## src/rtl/i2c_tgate_pkg.sv

```systemverilog
`timescale 1ns/1ps
package i2c_tgate_pkg;
  localparam int BYTE_W = 8;
  localparam logic [4:0] DEV_PREFIX = 5'b00010;

  typedef enum logic [3:0] {
    ST_IDLE, ST_ADDR, ST_AACK, ST_PTR, ST_PACK,
    ST_WDAT, ST_WACK, ST_RDAT, ST_RACK
  } slv_state_e;
endpackage

```

## src/rtl/i2c_tgate_sync.sv

```systemverilog
`timescale 1ns/1ps
module i2c_tgate_sync #(
  parameter int W      = 3,
  parameter int STAGES = 2
) (
  input  logic         clk,
  input  logic         rst_n,
  input  logic [W-1:0] d_i,
  output logic [W-1:0] q_o
);
  logic [W-1:0] stg_q [STAGES];

  // bus lines idle high, so the pipeline resets to ones
  always_ff @(posedge clk or negedge rst_n) begin
    if (!rst_n) begin
      for (int i = 0; i < STAGES; i++) stg_q[i] <= '1;
    end else begin
      stg_q[0] <= d_i;
      for (int i = 1; i < STAGES; i++) stg_q[i] <= stg_q[i-1];
    end
  end

  assign q_o = stg_q[STAGES-1];
endmodule

```

## src/rtl/i2c_tgate_slave.sv

```systemverilog
`timescale 1ns/1ps
module i2c_tgate_slave
  import i2c_tgate_pkg::*;
#(
  parameter int NREG = 4
) (
  input  logic       clk,
  input  logic       rst_n,
  input  logic       scl_s,
  input  logic       sda_s,
  input  logic [1:0] addr_sel,
  output logic       sda_oe,
  output logic       busy,
  output logic       gate_req
);
  localparam int PW = (NREG > 1) ? $clog2(NREG) : 1;

  logic              scl_d, sda_d;
  slv_state_e        state_q, state_n;
  logic [3:0]        cnt_q, cnt_n;
  logic [BYTE_W-1:0] sh_q, sh_n, tx_q, tx_n;
  logic [PW-1:0]     ptr_q, ptr_n;
  logic              rw_q, rw_n, nack_q, nack_n, oe_q, oe_n, busy_q, busy_n;
  logic              wr_en;
  logic [BYTE_W-1:0] regs_q [NREG];

  logic scl_rise, scl_fall, start_det, stop_det, rx_state;
  assign scl_rise  = scl_s & ~scl_d;
  assign scl_fall  = ~scl_s & scl_d;
  assign start_det = scl_s & scl_d & sda_d & ~sda_s;
  assign stop_det  = scl_s & scl_d & ~sda_d & sda_s;
  assign rx_state  = (state_q == ST_ADDR) || (state_q == ST_PTR) || (state_q == ST_WDAT);

  always_comb begin
    state_n = state_q; cnt_n = cnt_q; sh_n = sh_q; tx_n = tx_q;
    ptr_n = ptr_q; rw_n = rw_q; nack_n = nack_q; oe_n = oe_q;
    busy_n = busy_q; wr_en = 1'b0;
    if (start_det) begin
      state_n = ST_ADDR; cnt_n = 4'd0; oe_n = 1'b0; busy_n = 1'b1;
    end else if (stop_det) begin
      state_n = ST_IDLE; oe_n = 1'b0; busy_n = 1'b0;
    end else if (scl_rise) begin
      if (rx_state) begin
        sh_n  = {sh_q[BYTE_W-2:0], sda_s};
        cnt_n = cnt_q + 4'd1;
      end
      if (state_q == ST_RDAT) cnt_n = cnt_q + 4'd1;
      if (state_q == ST_RACK) nack_n = sda_s;
    end else if (scl_fall) begin
      unique case (state_q)
        ST_ADDR: if (cnt_q == 4'd8) begin
          if (sh_q[7:1] == {DEV_PREFIX, addr_sel}) begin
            state_n = ST_AACK; oe_n = 1'b1; rw_n = sh_q[0];
          end else begin
            state_n = ST_IDLE;
          end
        end
        ST_AACK: begin
          cnt_n = 4'd0;
          if (rw_q) begin
            state_n = ST_RDAT; tx_n = regs_q[ptr_q]; oe_n = ~regs_q[ptr_q][7];
          end else begin
            state_n = ST_PTR; oe_n = 1'b0;
          end
        end
        ST_PTR: if (cnt_q == 4'd8) begin
          ptr_n = sh_q[PW-1:0]; state_n = ST_PACK; oe_n = 1'b1;
        end
        ST_PACK, ST_WACK: begin
          oe_n = 1'b0; cnt_n = 4'd0; state_n = ST_WDAT;
        end
        ST_WDAT: if (cnt_q == 4'd8) begin
          wr_en = 1'b1; ptr_n = ptr_q + PW'(1); state_n = ST_WACK; oe_n = 1'b1;
        end
        ST_RDAT: begin
          if (cnt_q == 4'd8) begin
            oe_n = 1'b0; state_n = ST_RACK; ptr_n = ptr_q + PW'(1);
          end else begin
            tx_n = {tx_q[6:0], tx_q[7]}; oe_n = ~tx_q[6];
          end
        end
        ST_RACK: begin
          if (nack_q) begin
            state_n = ST_IDLE;
          end else begin
            state_n = ST_RDAT; cnt_n = 4'd0;
            tx_n = regs_q[ptr_q]; oe_n = ~regs_q[ptr_q][7];
          end
        end
        default: ;
      endcase
    end
  end

  always_ff @(posedge clk or negedge rst_n) begin
    if (!rst_n) begin
      scl_d <= 1'b1; sda_d <= 1'b1;
      state_q <= ST_IDLE; cnt_q <= '0; sh_q <= '0; tx_q <= '0; ptr_q <= '0;
      rw_q <= 1'b0; nack_q <= 1'b0; oe_q <= 1'b0; busy_q <= 1'b0;
    end else begin
      scl_d <= scl_s; sda_d <= sda_s;
      state_q <= state_n; cnt_q <= cnt_n; sh_q <= sh_n; tx_q <= tx_n; ptr_q <= ptr_n;
      rw_q <= rw_n; nack_q <= nack_n; oe_q <= oe_n; busy_q <= busy_n;
    end
  end

  always_ff @(posedge clk or negedge rst_n) begin
    if (!rst_n) begin
      for (int i = 0; i < NREG; i++) regs_q[i] <= '0;
    end else if (wr_en) begin
      regs_q[ptr_q] <= sh_q;
    end
  end

  assign sda_oe   = oe_q;
  assign busy     = busy_q;
  assign gate_req = regs_q[0][0];


  ack_setup_chk: assert property (@(posedge clk) disable iff (!rst_n)
    $rose(oe_q) |-> !scl_s);

  bit_count_chk: assert property (@(posedge clk) disable iff (!rst_n)
    cnt_q <= 4'd8);

  idle_release_chk: assert property (@(posedge clk) disable iff (!rst_n)
    !busy_q |-> !oe_q);
endmodule

```

## src/rtl/i2c_tgate_bridge.sv

```systemverilog
`timescale 1ns/1ps
module i2c_tgate_bridge #(
  parameter int GUARD = 4
) (
  input  logic clk,
  input  logic rst_n,
  input  logic gate_req,
  input  logic busy,
  input  logic scl_s,
  input  logic sda_s,
  input  logic tsda_s,
  output logic tun_scl_oe,
  output logic tun_sda_oe,
  output logic msda_oe
);
  localparam int GW = $clog2(GUARD + 1);

  logic          gate_q, gate_en;
  logic          scl_oe_q, scl_oe_n;
  logic          m2t_q, m2t_n, t2m_q, t2m_n;
  logic [GW-1:0] guard_q, guard_n;
  logic          quiet;

  assign gate_en = ~busy;
  assign quiet   = (guard_q == '0);

  always_comb begin
    scl_oe_n = gate_q & ~scl_s;
    m2t_n    = gate_q & ~sda_s & ~t2m_q & (quiet | m2t_q);
    t2m_n    = gate_q & ~tsda_s & ~m2t_q & ~m2t_n & (quiet | t2m_q);
    if ((m2t_q & ~m2t_n) | (t2m_q & ~t2m_n)) guard_n = GW'(GUARD);
    else if (!quiet)                        guard_n = guard_q - GW'(1);
    else                                    guard_n = guard_q;
  end

  always_ff @(posedge clk or negedge rst_n) begin
    if (!rst_n) begin
      gate_q <= 1'b0; scl_oe_q <= 1'b0; m2t_q <= 1'b0; t2m_q <= 1'b0; guard_q <= '0;
    end else begin
      if (gate_en) gate_q <= gate_req;
      scl_oe_q <= scl_oe_n; m2t_q <= m2t_n; t2m_q <= t2m_n; guard_q <= guard_n;
    end
  end

  assign tun_scl_oe = scl_oe_q;
  assign tun_sda_oe = m2t_q;
  assign msda_oe    = t2m_q;


  one_way_chk: assert property (@(posedge clk) disable iff (!rst_n)
    !(m2t_q && t2m_q));

  closed_release_chk: assert property (@(posedge clk) disable iff (!rst_n)
    !gate_q |=> (!tun_scl_oe && !tun_sda_oe && !msda_oe));

  gate_idle_chk: assert property (@(posedge clk) disable iff (!rst_n)
    !$stable(gate_q) |-> !$past(busy));
endmodule

```

## src/rtl/i2c_tgate.sv

```systemverilog
`timescale 1ns/1ps
module i2c_tgate #(
  parameter int NREG   = 4,
  parameter int STAGES = 2,
  parameter int GUARD  = 4
) (
  input  logic       clk,
  input  logic       rst_n,
  input  logic       scl_i,
  input  logic       sda_i,
  input  logic [1:0] addr_sel_i,
  input  logic       tun_sda_i,
  output logic       sda_oe_o,
  output logic       tun_scl_oe_o,
  output logic       tun_sda_oe_o
);
  logic [1:0] rst_pipe;
  logic       rst_int_n;
  logic       scl_s, sda_s, tsda_s;
  logic       slv_oe, busy, gate_req, msda_oe;

  always_ff @(posedge clk or negedge rst_n) begin
    if (!rst_n) rst_pipe <= 2'b00;
    else        rst_pipe <= {rst_pipe[0], 1'b1};
  end
  assign rst_int_n = rst_pipe[1];

  i2c_tgate_sync #(.W(3), .STAGES(STAGES)) sync_i (
    .clk(clk), .rst_n(rst_int_n),
    .d_i({scl_i, sda_i, tun_sda_i}), .q_o({scl_s, sda_s, tsda_s})
  );

  i2c_tgate_slave #(.NREG(NREG)) slave_i (
    .clk(clk), .rst_n(rst_int_n), .scl_s(scl_s), .sda_s(sda_s),
    .addr_sel(addr_sel_i), .sda_oe(slv_oe), .busy(busy), .gate_req(gate_req)
  );

  i2c_tgate_bridge #(.GUARD(GUARD)) bridge_i (
    .clk(clk), .rst_n(rst_int_n), .gate_req(gate_req), .busy(busy),
    .scl_s(scl_s), .sda_s(sda_s), .tsda_s(tsda_s),
    .tun_scl_oe(tun_scl_oe_o), .tun_sda_oe(tun_sda_oe_o), .msda_oe(msda_oe)
  );

  assign sda_oe_o = slv_oe | msda_oe;
endmodule

```

## config.mk

```make
export PLATFORM = sky130hd
export DESIGN_NAME = i2c_tgate
export DESIGN_NICKNAME = d
export VERILOG_FILES = /design/src/rtl/i2c_tgate_pkg.sv /design/src/rtl/i2c_tgate_sync.sv /design/src/rtl/i2c_tgate_slave.sv /design/src/rtl/i2c_tgate_bridge.sv /design/src/rtl/i2c_tgate.sv
export SDC_FILE = /design/constraint.sdc
export NUM_CORES = 1
export LEC_CHECK = 0
export CELL_PAD_IN_SITES_DETAIL_PLACEMENT = 1
export CELL_PAD_IN_SITES_GLOBAL_PLACEMENT = 2
export CORE_MARGIN = 4
export CORE_UTILIZATION = 39
export DETAILED_ROUTE_END_ITERATION = 16
export GPL_ROUTABILITY_DRIVEN = 0
export PLACE_DENSITY_LB_ADDON = 0.2
export SLEW_MARGIN = 10
export SYNTH_ARGS = -nofsm -noshare
export SYNTH_HDL_FRONTEND = slang
export SYNTH_SLANG_ARGS = --single-unit
```

## constraint.sdc

```tcl
create_clock -name clk -period 2.2 [get_ports clk]
set_input_delay 0.22 -clock clk [delete_from_list [all_inputs] [get_ports clk]]
set_output_delay 0.22 -clock clk [all_outputs]
set_load 0.05 [all_outputs]
```

==> results of run 1 <==
## state kept, by name, indices dropped and copies added, names as in the netlist, 2 cells and up
| name | flops |
|---|---|
| bridge_i.guard_q | 3 |
| slave_i.tx_q | 8 |
| slave_i.sh_q | 8 |
| sync_i.q_o | 3 |
| slave_i.state_q | 4 |
| slave_i.regs_q | 31 |
| slave_i.ptr_q | 2 |
| slave_i.cnt_q | 4 |
| sync_i.stg_q | 3 |
| rst_pipe | 2 |
## stage by stage
step | setup slack (ps) | cells | instance area, sq um | power, mW | util [%]
finish | 150 | 464 | 4430 | 3.32 | 47.3
global route | 67.0 | 464 | 4430 | 3.51 | 47.3
CTS | 129 | 464 | 4430 | 3.37 | 47.3
detailed placement | 152 | 448 | 4230 | 2.23 | 45.1
global placement | 216 | 448 | 4230 | 2.22 | 45.1
floorplan | 357 | 297 | 3820 | 2.03 | -
## worst min-delay path by stage
stage / start / endpoint / slack (ps) / cells after the start
final: rst_n / rst_pipe[1] / 30 / 1
after global routing: rst_n / rst_pipe[1] / 0.3 / 1
after CTS: rst_n / rst_pipe[1] / 1 / 1
after detailed placement: rst_pipe[0] / rst_pipe[1] / 340 / 0
after global placement: rst_pipe[1] / slave_i.regs_q[16] / 330 / 0
after floorplan: rst_n / rst_pipe[0] / -80 / 0
## per-layer routing
| metal | vias to the layer above | part of all wire [%] | routed length, um | track usage (%) |
|---|---|---|---|---|
| li1 | 1152 | - | - | - |
| met1 | 1278 | 51 | 4170 | 23.6 |
| met2 | 29 | 45 | 3680 | 22.9 |
| met3 | 13 | 2.9 | 239 | 3.73 |
| met4 | 0 | 1.8 | 146 | 5.02 |
| met5 | - | 0 | 0 | 0 |
## logic make-up after synthesis
group | after synthesis | share of synthesized area [%]
xor gates and xnor gates | 5 | 1.15
and+or+nand+nor | 76 | 11.7
adders and majority gates | 8 | 2.62
muxes | 71 | 23.2
buffers and inverters | 21 | 2.26
DFF | 79 | 52.0
other | 1 | 0.0982
AOI/OAI and AO/OA | 36 | 6.98
## cells in the final DEF (no fill, tap or decap), types with 9 or more instances in the layout
cell,Yosys,layout
nand2_1,13,13
clkdlybuf4s50_1,0,9
nor2_1,13,13
dfrtp_1,71,70
mux2_2,59,59
clkbuf_8,0,10
buf_4,0,25
## final cells by class
| class | count | share of cell area, % |
|---|---|---|
| clock inverters | 6 | 1.52 |
| clock buffers | 10 | 3.11 |
| multi-input cells | 197 | 39.4 |
| inverters | 8 | 0.678 |
| well taps | 129 | 3.64 |
| flip-flops and latches | 79 | 44.9 |
| repair buffers | 35 | 6.72 |
## worst reg2reg max path, stage by stage (launching register included)
cell and delay [ps]:
dfrtp_1 560, or4b_4 620, a21oi_2 190, a22oi_1 190, a221o_1 380
## power by group through the flow
stage | Sequential, mW | Combinational (mW) | Clock, mW
6_report | 1.73 | 0.468 | 1.12
5_1_grt | 1.75 | 0.525 | 1.23
4_1_cts | 1.73 | 0.475 | 1.17
3_5_place_dp | 1.75 | 0.473 | 0
3_3_place_gp | 1.75 | 0.467 | 0
2_1_floorplan | 1.68 | 0.353 | 0
==> flow_metrics.env, run 1 <==
export IMPL_cts_resized=0
export IMPL_crit_family="compound AO/OA/AOI/OAI gates"
export IMPL_pwr_share_clk_pct=33.8
export IMPL_required_ps=2440
export IMPL_overflow=0
export IMPL_seq_area_sq_um=1990
export IMPL_dieArea_sq_um=11400
export IMPL_area_growth_pct=16.0
export IMPL_ys_top_cells_by_area="dfrtp_1 (47%), mux2_2 (17%), dfstp_2 (5.5%)"
export IMPL_timing_rr_end="slave_i.cnt_q[2]"
export IMPL_share_seq_of_total_power_pct=52.1
export IMPL_worst_setup_path_start_kind="flip-flop"
export IMPL_path_buf_inv=0
export IMPL_ys_seq_area_share_pct=52.0
export IMPL_worst_path_stages=4
export IMPL_drive_gt1_share_pct=37.0
export IMPL_cpMaxStageDelayCell="or4b_4"
export IMPL_r2r_setup_slack_ps=150
export IMPL_finalSetupViolCount=0
export IMPL_core_sq_um=9370
export IMPL_antennaDiodeCount=0
export IMPL_synth_top_area_share_pct=46.5
export IMPL_finalHoldViolCount=0
export IMPL_fin_nets=345
export IMPL_ys_flop_type="dfrtp_1"
export IMPL_layout_min_cycle_time_ps=2050
export IMPL_htree_levels=3
export IMPL_run_status="finished, final reports clean"
export IMPL_place_port_buffers=9
export IMPL_synth_cells=297
export IMPL_clockBufferDepth=2
export IMPL_swShare_pct=29.2
export IMPL_synth_most_common_cell="dfrtp_1"
export IMPL_cts_hold_buf=0
export IMPL_p_per_area_nw_per_um2=748
export IMPL_ys_types=59
export IMPL_vias=2472
export IMPL_worstPathMaxFanout=15
export IMPL_grt_pass1_vias=2626
export IMPL_ys_seq_elements=79
export IMPL_endpoint="slave_i.cnt_q[2]"
export IMPL_p_leak_nw=2.09
export IMPL_yosys_top_cells_count="dfrtp_1 (71), mux2_2 (59), nand2_1 (13), nor2_1 (13)"
export IMPL_synth_fp_nets=312
export IMPL_antenna_left=0
export IMPL_multi_input_area_sq_um=1750
export IMPL_ff2ff_path_depth=4
export IMPL_hold_class="in2async"
export IMPL_numCtsBuffers=9
export IMPL_tightestPinTransition_ps=550
export IMPL_viasPerCell=5.33
export IMPL_io_pins=10
export IMPL_rows=35
export IMPL_clock_fmax_ghz=0.488
export IMPL_p_int_mw=2.35
export IMPL_dr_pass1_iters=6
export IMPL_synth_edff_count=0
export IMPL_die_x_um=107
export IMPL_maxSlewViolCount=0
export IMPL_clk_latency_ps=350
export IMPL_yosys_area_top_type="dfrtp_1"
export IMPL_criticalPathCategory="reg2reg"
export IMPL_wl_per_cell_um=17.7
export IMPL_cp_arrival_ps=2290
export IMPL_cap_viol_max_count=0
export IMPL_grt_pass1_wl_mm=14.1
export IMPL_ys_warn_count=0
export IMPL_reg2reg_from="slave_i.state_q[2]"
export IMPL_die_h_um=107
export IMPL_post_dp_hpwl_mm=5.91
export IMPL_tns_ps=0
export IMPL_grt_max_degree=42
export IMPL_clkSinkCount=79
export IMPL_drt_total_wl_mm=8.24
export IMPL_route_detailed_drc=0
export IMPL_postSynthAreaPerCell_sq_um=12.9
export IMPL_post_cts_setup_buffers=0
export IMPL_crit_path_start="slave_i.state_q[2]"
export IMPL_rsz0062_at_grt="false"
export IMPL_detail_route_iter0_violations=55
export IMPL_crit_path_end_kind="flip-flop"
export IMPL_skew_ps=10.9
export IMPL_cpPeakStageDelay_ps=620
export IMPL_cts_tree="built"
export IMPL_crit_chain="or4b_4, a21oi_2, a22oi_1, a221o_1"
export IMPL_antenna_found_initial=0
export IMPL_fill_cells=1008
export IMPL_grt_usage_pct=15.9
export IMPL_clk_pin_slew_worst_paths_ps=80
export IMPL_cts_root_buf="clkbuf_8"
export IMPL_p_sw_mw=0.968
export IMPL_combPwrFrac_pct=14.1
export IMPL_synth_area_sq_um=3820
export IMPL_initial_utilization_pct=40.8
export IMPL_holdWs_ps=28.5
export IMPL_ir_worst_vdd_v=0.000420
export IMPL_finalCritPeriodShare_pct=93.2
export IMPL_async_flop_share_pct=100
export IMPL_max_slew_margin_pct=63.3
Power figures use the tool's default switching activity.
==> run 2: changes to the inputs <==
--- a/config.mk
+++ b/config.mk
@@ -5,12 +5,13 @@
 export SDC_FILE = /design/constraint.sdc
 export NUM_CORES = 1
 export LEC_CHECK = 0
+export CAP_MARGIN = 10
 export CELL_PAD_IN_SITES_DETAIL_PLACEMENT = 1
 export CELL_PAD_IN_SITES_GLOBAL_PLACEMENT = 2
 export CORE_MARGIN = 4
 export CORE_UTILIZATION = 39
+export CTS_CLUSTER_DIAMETER = 150
 export DETAILED_ROUTE_END_ITERATION = 16
-export GPL_ROUTABILITY_DRIVEN = 0
 export PLACE_DENSITY_LB_ADDON = 0.2
 export SLEW_MARGIN = 10
 export SYNTH_ARGS = -nofsm -noshare
==> results of run 2 <==
The final DEF is identical to that of run 1; final timing and power are the same.
==> run 3: changes to the inputs <==
--- a/config.mk
+++ b/config.mk
@@ -12,8 +12,10 @@
 export CORE_UTILIZATION = 39
 export CTS_CLUSTER_DIAMETER = 150
 export DETAILED_ROUTE_END_ITERATION = 16
+export MAX_ROUTING_LAYER = met4
 export PLACE_DENSITY_LB_ADDON = 0.2
 export SLEW_MARGIN = 10
 export SYNTH_ARGS = -nofsm -noshare
 export SYNTH_HDL_FRONTEND = slang
+export SYNTH_HIERARCHICAL = 1
 export SYNTH_SLANG_ARGS = --single-unit
==> flow_metrics.env, run 3 <==
export IMPL_cts_resized=0
export IMPL_cpPeakStageDelay_ps=570
export IMPL_yosys_top_cells_count="dfrtp_1 (71), mux2_2 (46), nor2_1 (19)"
export IMPL_route_detailed_drc=0
export IMPL_stdcell_area_sq_um=4400
export IMPL_vias=2399
export IMPL_pwr_share_clk_pct=32.6
export IMPL_share_seq_of_total_power_pct=49.8
export IMPL_cap_viol_max_count=0
export IMPL_synth_most_common_cell="dfrtp_1"
export IMPL_ys_seq_elements=79
export IMPL_wl_per_cell_um=17.0
export IMPL_ff2ff_path_depth=7
export IMPL_io_pins=10
export IMPL_grt_usage_pct=16.3
export IMPL_postSynthAreaPerCell_sq_um=12.4
export IMPL_rsz0062_at_grt="true"
export IMPL_post_dp_hpwl_mm=5.62
export IMPL_die_h_um=108
export IMPL_finalCritPeriodShare_pct=96.7
export IMPL_crit_chain="inv_1, ha_1, nor2_1, nand4_1, nor3_4, nand2_2, mux2_2"
export IMPL_synth_top_area_share_pct=45.9
export IMPL_reg2reg_from="slave_i/scl_d"
export IMPL_ys_flop_type="dfrtp_1"
export IMPL_multi_input_area_sq_um=1750
export IMPL_hold_class="in2async"
export IMPL_synth_cells=313
export IMPL_placed_area_sq_um=4180
export IMPL_drt_total_wl_mm=8.05
export IMPL_yosys_area_top_type="dfrtp_1"
export IMPL_antennaDiodeCount=0
export IMPL_numCtsBuffers=9
export IMPL_ys_top_cells_by_area="dfrtp_1 (46%), mux2_2 (13%), dfstp_2 (5.4%)"
export IMPL_criticalPathCategory="reg2reg"
export IMPL_holdWs_ps=20.9
export IMPL_async_flop_share_pct=100
export IMPL_routabilityCongestion=0.719
export IMPL_viasPerCell=5.08
export IMPL_layout_min_cycle_time_ps=2130
export IMPL_p_per_area_nw_per_um2=804
export IMPL_worstPathMaxFanout=8
export IMPL_maxSlewViolCount=0
export IMPL_grt_pass1_vias=2653
export IMPL_synth_area_sq_um=3870
export IMPL_clock_fmax_ghz=0.470
export IMPL_worst_setup_path_start_kind="flip-flop"
export IMPL_clk_latency_ps=360
export IMPL_tightestPinTransition_ps=523
export IMPL_clk_pin_slew_worst_paths_ps=80
export IMPL_core_sq_um=9730
export IMPL_place_port_buffers=9
export IMPL_drive_gt1_share_pct=32.2
export IMPL_die_x_um=108
export IMPL_cpMaxStageDelayCell="dfstp_2"
export IMPL_crit_path_end_kind="flip-flop"
export IMPL_timing_rr_end="slave_i/regs_q[6]"
export IMPL_top_register="slave_i/regs_q"
export IMPL_cp_arrival_ps=2370
export IMPL_p_int_mw=2.47
export IMPL_top_regs="slave_i/regs_q: 31 flops, slave_i/sh_q: 8 flops, slave_i/tx_q: 8 flops"
export IMPL_largest_reg_flops=31
export IMPL_detail_route_iter0_violations=59
export IMPL_required_ps=2440
export IMPL_cts_root_buf="clkbuf_8"
export IMPL_area_growth_pct=13.7
export IMPL_ir_worst_vdd_v=0.000692
export IMPL_grt_max_degree=78
export IMPL_r2r_setup_slack_ps=70
export IMPL_synth_edff_count=0
export IMPL_seq_area_sq_um=1990
export IMPL_most_common_layout_cells="dfrtp_1 (70), mux2_2 (46), nor2_1 (19), buf_4 (17), nand2_1 (16)"
export IMPL_fill_cells=1042
export IMPL_skew_ps=12.3
export IMPL_finalHoldViolCount=0
export IMPL_ys_types=51
export IMPL_ys_seq_area_share_pct=51.4
export IMPL_finalSetupViolCount=0
export IMPL_crit_path_start="slave_i/scl_d"
export IMPL_clockBufferDepth=2
export IMPL_ys_warn_count=6
export IMPL_clkSinkCount=79
export IMPL_antenna_found_initial=0
export IMPL_final_common_cell="dfrtp_1"
export IMPL_fin_nets=353
export IMPL_antenna_left=0
export IMPL_grt_pass1_wl_mm=14.0
export IMPL_htree_levels=3
export IMPL_fin_util_pct=45.2
export IMPL_synth_fp_nets=332
export IMPL_run_status="finished, final reports clean"
export IMPL_endpoint="slave_i/regs_q[6]"
export IMPL_dieArea_sq_um=11600
export IMPL_max_slew_margin_pct=64.8
export IMPL_p_sw_mw=1.07
export IMPL_p_leak_nw=2.06
export IMPL_overflow=0
export IMPL_dr_pass1_iters=4
export IMPL_combPwrFrac_pct=17.7
export IMPL_rows=36
export IMPL_swShare_pct=30.1
export IMPL_cts_tree="built"
export IMPL_initial_utilization_pct=39.8
==> run 3: metal layers <==
metal,global-route usage (%),routed length [um],vias to the layer above
li1,-,-,1151
met1,19.2,3540,1221
met2,27.4,4200,19
met3,5.10,219,8
met4,3.88,87,0
met5,-,0,-
==> run 3: timing repair <==
action | in CTS | in global routing
buffers inserted | 0 | 0
hold buffers | 0 | 0
setup endpoints to repair | 0 | 19
==> run 3: power by group through the flow <==
| stage | Clock, mW | Sequential [mW] | Combinational [mW] |
|---|---|---|---|
| 2_1_floorplan | 0 | 1.74 | 0.432 |
| 3_3_place_gp | 0 | 1.79 | 0.622 |
| 3_5_place_dp | 0 | 1.79 | 0.634 |
| 4_1_cts | 1.20 | 1.76 | 0.638 |
| 5_1_grt | 1.27 | 1.79 | 0.701 |
| 6_report | 1.15 | 1.76 | 0.624 |
==> run 3: through the flow <==
stage               std cells  worst slack, ps  power [mW]  setup TNS [ps]
floorplan                 313             96.4        2.17               0
global placement          456             95.3        2.41               0
detailed placement        456             70.1        2.43               0
CTS                       472             59.7        3.61               0
global route              472            -43.6        3.76            -428
finish                    472             73.4        3.53               0
==> run 3: worst min path at each step <==
stage	to	slack, ps	cells after the start	startpoint
floorplan	rst_pipe[0]	-80	0	rst_n
global placement	rst_pipe[1]	340	0	rst_pipe[0]
detailed placement	rst_pipe[1]	340	0	rst_pipe[0]
CTS	rst_pipe[1]	3	1	rst_n
global route	rst_pipe[1]	3	1	rst_n
finish	rst_pipe[1]	20	1	rst_n
==> run 3: cells by family (layout without fill, tap and decap cells) <==
kind of cell / Yosys count / count (layout) / share of synthesized area, %
DFF: 79 / 79 / 51.4
and+or+nand+nor: 77 / 77 / 11.1
muxes: 64 / 64 / 20.7
AOI/OAI and AO/OA: 47 / 47 / 8.35
buffers and inverters: 28 / 54 / 3.43
adders and majority gates: 12 / 12 / 3.88
xor gates and xnor gates: 5 / 5 / 1.13
other: 1 / 1 / 0.0970
==> run 3: worst max-delay path: cells and delay by family (launching register included) <==
kind	cells	cell delay [ps]
adders and majority gates	1	250
DFF	1	570
buffers and inverters	1	50
muxes	1	340
and+or+nand+nor	4	800
==> run 3: area by class of cell <==
| cell class | count | area share, % |
|---|---|---|
| Clock inverter | 6 | 1.71 |
| Timing Repair Buffer | 27 | 5.41 |
| Tap cell | 133 | 3.78 |
| Multi-Input combinational cell | 206 | 39.8 |
| Inverter | 11 | 0.939 |
| Clock buffer | 10 | 3.13 |
| Sequential cell | 79 | 45.3 |
